File: src/rtl/irq_stat_pkg.sv
package irq_stat_pkg;
  localparam int SLOTS_PER_CH = 4;

  typedef enum logic [1:0] {
    SLOT_TX  = 2'd0,
    SLOT_RX  = 2'd1,
    SLOT_BRK = 2'd2,
    SLOT_AUX = 2'd3
  } slot_e;
endpackage

File: src/rtl/irq_src_bit.sv
// One status bit. STICKY=0: follows a level, forced low by a kill strobe.
// STICKY=1: set by a pulse, held until a clear strobe; set wins.
module irq_src_bit #(
  parameter bit STICKY = 1'b0
) (
  input  logic clk,
  input  logic rst_n,
  input  logic cond_i,
  input  logic clr_i,
  output logic nxt_o,
  output logic q_o
);
  logic bit_q;
  logic bit_d;
  logic bit_en;

  generate
    if (STICKY) begin : g_sticky
      always_comb begin
        bit_en = cond_i | clr_i;
        bit_d  = cond_i;
      end
    end else begin : g_level
      always_comb begin
        bit_en = 1'b1;
        bit_d  = cond_i & ~clr_i;
      end
    end
  endgenerate

  always_ff @(posedge clk or negedge rst_n) begin
    if (!rst_n) begin
      bit_q <= 1'b0;
    end else if (bit_en) begin
      bit_q <= bit_d;
    end
  end

  assign nxt_o = bit_en ? bit_d : bit_q;
  assign q_o   = bit_q;
endmodule

File: src/rtl/irq_chan_slice.sv
module irq_chan_slice
  import irq_stat_pkg::*;
(
  input  logic                    clk,
  input  logic                    rst_n,
  input  logic                    tx_rdy_i,
  input  logic                    rx_rdy_i,
  input  logic                    thr_wr_i,
  input  logic                    rhr_rd_i,
  input  logic                    brk_evt_i,
  input  logic                    brk_clr_i,
  input  logic                    aux_evt_i,
  input  logic                    aux_clr_i,
  output logic [SLOTS_PER_CH-1:0] nxt_o,
  output logic [SLOTS_PER_CH-1:0] q_o
);
  logic [SLOTS_PER_CH-1:0] src_cond;
  logic [SLOTS_PER_CH-1:0] src_clr;

  always_comb begin
    src_cond[int'(SLOT_TX)]  = tx_rdy_i;
    src_clr [int'(SLOT_TX)]  = thr_wr_i;
    src_cond[int'(SLOT_RX)]  = rx_rdy_i;
    src_clr [int'(SLOT_RX)]  = rhr_rd_i;
    src_cond[int'(SLOT_BRK)] = brk_evt_i;
    src_clr [int'(SLOT_BRK)] = brk_clr_i;
    src_cond[int'(SLOT_AUX)] = aux_evt_i;
    src_clr [int'(SLOT_AUX)] = aux_clr_i;
  end

  for (genvar s = 0; s < SLOTS_PER_CH; s++) begin : g_slot
    localparam bit IS_STICKY = (s >= int'(SLOT_BRK));
    irq_src_bit #(.STICKY(IS_STICKY)) u_bit (
      .clk    (clk),
      .rst_n  (rst_n),
      .cond_i (src_cond[s]),
      .clr_i  (src_clr[s]),
      .nxt_o  (nxt_o[s]),
      .q_o    (q_o[s])
    );
  end
endmodule

File: src/rtl/irq_req_gen.sv
module irq_req_gen #(
  parameter int W = 8
) (
  input  logic         clk,
  input  logic         rst_n,
  input  logic         mask_we_i,
  input  logic [W-1:0] mask_wdata_i,
  input  logic [W-1:0] stat_nxt_i,
  output logic [W-1:0] mask_o,
  output logic         req_o
);
  logic [W-1:0] mask_q;
  logic [W-1:0] mask_d;
  logic         req_q;
  logic         req_d;

  always_comb begin
    mask_d = mask_we_i ? mask_wdata_i : mask_q;
    req_d  = |(stat_nxt_i & mask_d);
  end

  always_ff @(posedge clk or negedge rst_n) begin
    if (!rst_n) begin
      mask_q <= '0;
    end else if (mask_we_i) begin
      mask_q <= mask_wdata_i;
    end
  end

  always_ff @(posedge clk or negedge rst_n) begin
    if (!rst_n) begin
      req_q <= 1'b0;
    end else begin
      req_q <= req_d;
    end
  end

  assign mask_o = mask_q;
  assign req_o  = req_q;
endmodule

File: src/rtl/irq_status_unit.sv
module irq_status_unit
  import irq_stat_pkg::*;
#(
  parameter int N_CH = 2,
  localparam int STAT_W = SLOTS_PER_CH * N_CH
) (
  input  logic              clk,
  input  logic              rst_n,
  input  logic [N_CH-1:0]   tx_rdy_i,
  input  logic [N_CH-1:0]   rx_rdy_i,
  input  logic [N_CH-1:0]   thr_wr_i,
  input  logic [N_CH-1:0]   rhr_rd_i,
  input  logic [N_CH-1:0]   brk_evt_i,
  input  logic [N_CH-1:0]   brk_clr_i,
  input  logic [N_CH-1:0]   aux_evt_i,
  input  logic [N_CH-1:0]   aux_clr_i,
  input  logic              mask_we_i,
  input  logic [STAT_W-1:0] mask_wdata_i,
  output logic [STAT_W-1:0] stat_o,
  output logic [STAT_W-1:0] mask_o,
  output logic              irq_pull_en_o
);
  logic [STAT_W-1:0] stat_nxt;
  logic [STAT_W-1:0] stat_q;

  for (genvar c = 0; c < N_CH; c++) begin : g_ch
    irq_chan_slice u_slice (
      .clk       (clk),
      .rst_n     (rst_n),
      .tx_rdy_i  (tx_rdy_i[c]),
      .rx_rdy_i  (rx_rdy_i[c]),
      .thr_wr_i  (thr_wr_i[c]),
      .rhr_rd_i  (rhr_rd_i[c]),
      .brk_evt_i (brk_evt_i[c]),
      .brk_clr_i (brk_clr_i[c]),
      .aux_evt_i (aux_evt_i[c]),
      .aux_clr_i (aux_clr_i[c]),
      .nxt_o     (stat_nxt[c*SLOTS_PER_CH +: SLOTS_PER_CH]),
      .q_o       (stat_q[c*SLOTS_PER_CH +: SLOTS_PER_CH])
    );
  end

  irq_req_gen #(.W(STAT_W)) u_req (
    .clk          (clk),
    .rst_n        (rst_n),
    .mask_we_i    (mask_we_i),
    .mask_wdata_i (mask_wdata_i),
    .stat_nxt_i   (stat_nxt),
    .mask_o       (mask_o),
    .req_o        (irq_pull_en_o)
  );

  assign stat_o = stat_q;
endmodule

File: config.mk
export PLATFORM = sky130hd
export DESIGN_NAME = irq_status_unit
export DESIGN_NICKNAME = d
export VERILOG_FILES = /design/src/rtl/irq_stat_pkg.sv /design/src/rtl/irq_src_bit.sv /design/src/rtl/irq_chan_slice.sv /design/src/rtl/irq_req_gen.sv /design/src/rtl/irq_status_unit.sv
export SDC_FILE = /design/constraint.sdc
export NUM_CORES = 1
export LEC_CHECK = 0
export ABC_AREA = 1
export CAP_MARGIN = 20
export CORE_ASPECT_RATIO = 1.5
export CORE_MARGIN = 10
export CORE_UTILIZATION = 40
export CTS_CLUSTER_DIAMETER = 100
export DETAILED_ROUTE_END_ITERATION = 7
export PLACE_DENSITY = 0.81
export SLEW_MARGIN = 40
export SYNTH_ARGS = -nofsm -noshare
export SYNTH_HDL_FRONTEND = slang
export SYNTH_SLANG_ARGS = --single-unit
File: constraint.sdc
create_clock -name clk -period 2.55 [get_ports clk]
set_input_delay 0.51 -clock clk [delete_from_list [all_inputs] [get_ports clk]]
set_output_delay 0.51 -clock clk [all_outputs]
set_load 0.03 [all_outputs]
==> impl_results.md <==
* Worst vdd ir at 0.000341 V
* GR Util met1 at 8.62%
* Largest net degree at the start of global routing at 18
* Vias in the first global route at 669
* Clock Path Buffers at 2
* Ant. Diodes at 0
* Worst setup EP type: output port
* Die Wd at 56.1 um
* Ys Warns at 0
* Via count at 657
* Status: finished, final reports clean
* Worst-Skew Late Latency at 0.28 ns
* Crit-path cells: clkdlybuf4s50_1
* Max Fclk at 0.528 GHz
* Share of cells above drive strength 1 at 14.8%
* Max-cap violation count at 0
* Min-Delay Path Class: input pin to asynchronous set/reset pin
* Pwr per Cell Area at 518 nW/um^2
* Via density at 4.41
* Met3 track demand over resource at 3.58%
* Skew final at 0.00263 ns
* CP top delay family: buffers and inverters
* GR Util All Layers at 8.94%
* Buf+Inv Stages, Crit Path at 1
* Cts repair resizes at 0
* Final antenna-violating net count at 0
* Io pins at 44
* Core area at 1850 sq um
* FF+latch count, synth at 17
* M2 GR Usage at 16.8%
* Max-slew headroom at 73.2%
* Final setup fails at 0
* Final RePlAce weighted congestion at 0.738
* CTS tree: built
* WL/cell at 12.9 um
* Synth Cell Area at 782 sq um
* Slew Viols, Final at 0
* Antenna violations before repair at 0
* Row cnt at 19
* Slowest stage delay, CP at 0.69 ns
* Crit path kind: flop to output port
* Crit path launch type: flop
* DRT iter0 DRCs at 4
* Port Buffers at 43
* CP required at 2.04 ns
* CTS Root Cell: clkbuf_4
* Grt peak-use layer: met2
* Setup bufs post-CTS at 0
* Mean Syn Cell Area at 8.69 sq um
* Num Clock Sinks at 17
* Tightest Pin Transition at 0.400 ns
* DPL Wire Length at 1.71 mm
* Hold Buf Count CTS at 0
* First-pass GRT wire length at 2.96 mm
* Register area share after synthesis at 54.4%
* Final hold vios at 0
* Final WL at 1.93 mm
* CP Max Fanout at 2
* Final period util at 74.2%
* Synth area leaders: dfrtp_1 (54%), nand2_1 (15%), nand2_2 (10%), buf_4 (7.7%), inv_1 (5.8%)
* Synth top area share at 54.4%
* Inserted Clock Buffers at 3
* Most area-hungry cell type in the Yosys netlist: dfrtp_1
* Initial Util at 42.2%
* RSZ-0062 raised after global routing: no
* Syn Inst Count at 90
* Design Area, Final at 1190 sq um
* CTS HTree Levels at 1
* Clock Pin Slew Worst Setup and Hold Paths at 0.09 ns
* Die H at 74.2 um
* Drt pass-1 iters at 3
* Static leakage at 0.599 nW
* Dpl cell area at 1170 sq um
* Nets at 156
* GRT overflow at 0
* Area grow syn2layout at 52.0%
* Final setup TNS at 0 ns
* Critical Path AT at 1.38 ns
* Syn Nets at 117
* Synth unique cells at 9
* Slowest stage cell, crit path: clkdlybuf4s50_1
* Total die area at 4160 sq um
* # DRC at 0
* Min Tclk post-route at 1.89 ns
Yosys cell counts:
master and n:
nand2_4 1, buf_6 1, nor2_1 6, nand2_1 31
nand2_2 13, dfrtp_1 17, inv_6 1, buf_4 8
inv_1 12
worst reg2reg max path, delay by kind of cell, from the launching register on:
family	cells	cell delay, ns
and+or+nand+nor	6	0.41
DFF	1	0.42
state kept, by name (all words and copies together), names as in the netlist:
register / flops
u_req.mask_o: 8
u_req.req_o: 1
g_ch.u_slice.g_slot.u_bit.q_o: 8
logic make-up (layout without fill, tap and decap cells):
kind of cell | after synthesis | count (layout) | share of synthesized area [%]
and+or+nand+nor | 51 | 51 | 29.6
buffers and inverters | 22 | 60 | 16.0
DFF | 17 | 17 | 54.4
area by class of cell:
class                   instances  area (sq um)
clock buffers                   4          26.3
fillers                       170           666
inverters                      13          53.8
multi-input cells              51           231
flip-flops and latches         17           425
well taps                      21          26.3
repair buffers                 43           425
final timing paths:
path / slack (ns) / cells after the start / endpoint / from
max: 0.66 / 1 / mask_o[1] / u_req.mask_o[1]
max reg2reg: 1.62 / 6 / u_req.req_o / u_req.mask_o[1]
min: 0.13 / 1 / u_req.mask_o[1] / rst_n
max in group asynchronous: 2.15 / 1 / g_ch[1].u_slice.g_slot[3].u_bit.q_o / rst_n
min reg2reg: 0.51 / 2 / g_ch[1].u_slice.g_slot[3].u_bit.q_o / g_ch[1].u_slice.g_slot[3].u_bit.q_o
min in group clk: 0.51 / 2 / g_ch[1].u_slice.g_slot[3].u_bit.q_o / g_ch[1].u_slice.g_slot[3].u_bit.q_o
power by group:
part	switching, mW	internal (mW)
combinational	0.0916	0.0850
sequential	0.0123	0.290
clock	0.0760	0.0607
layout by cell type, fill, tap and decap left out:
master	n
clkdlybuf4s50_1	42
nand2_1	31
dfrtp_1	17
nand2_2	13
inv_1	12
nor2_1	6
clkbuf_4	3
inv_6	1
nand2_4	1
clkbuf_1	1
buf_2	1
routing by layer:
layer | up-vias | share of wire [%]
met2 | 30 | 52
met3 | 2 | 8.2
met5 | - | 0
met4 | 0 | 0.83
met1 | 299 | 39
li1 | 326 | -
stage by stage:
stage | total power, mW | utilization [%] | hold slack, ns | worst slack, ns | std cells
floorplan | 0.402 | - | 0.214 | 1.44 | 90
global placement | 0.484 | 63.0 | 0.474 | 0.725 | 145
detailed placement | 0.488 | 63.0 | 0.494 | 0.687 | 145
CTS | 0.625 | 64.4 | 0.517 | 0.644 | 149
global route | 0.648 | 64.1 | 0.151 | 0.600 | 149
finish | 0.616 | 64.1 | 0.130 | 0.657 | 149
(Power assumes the default switching activity.)
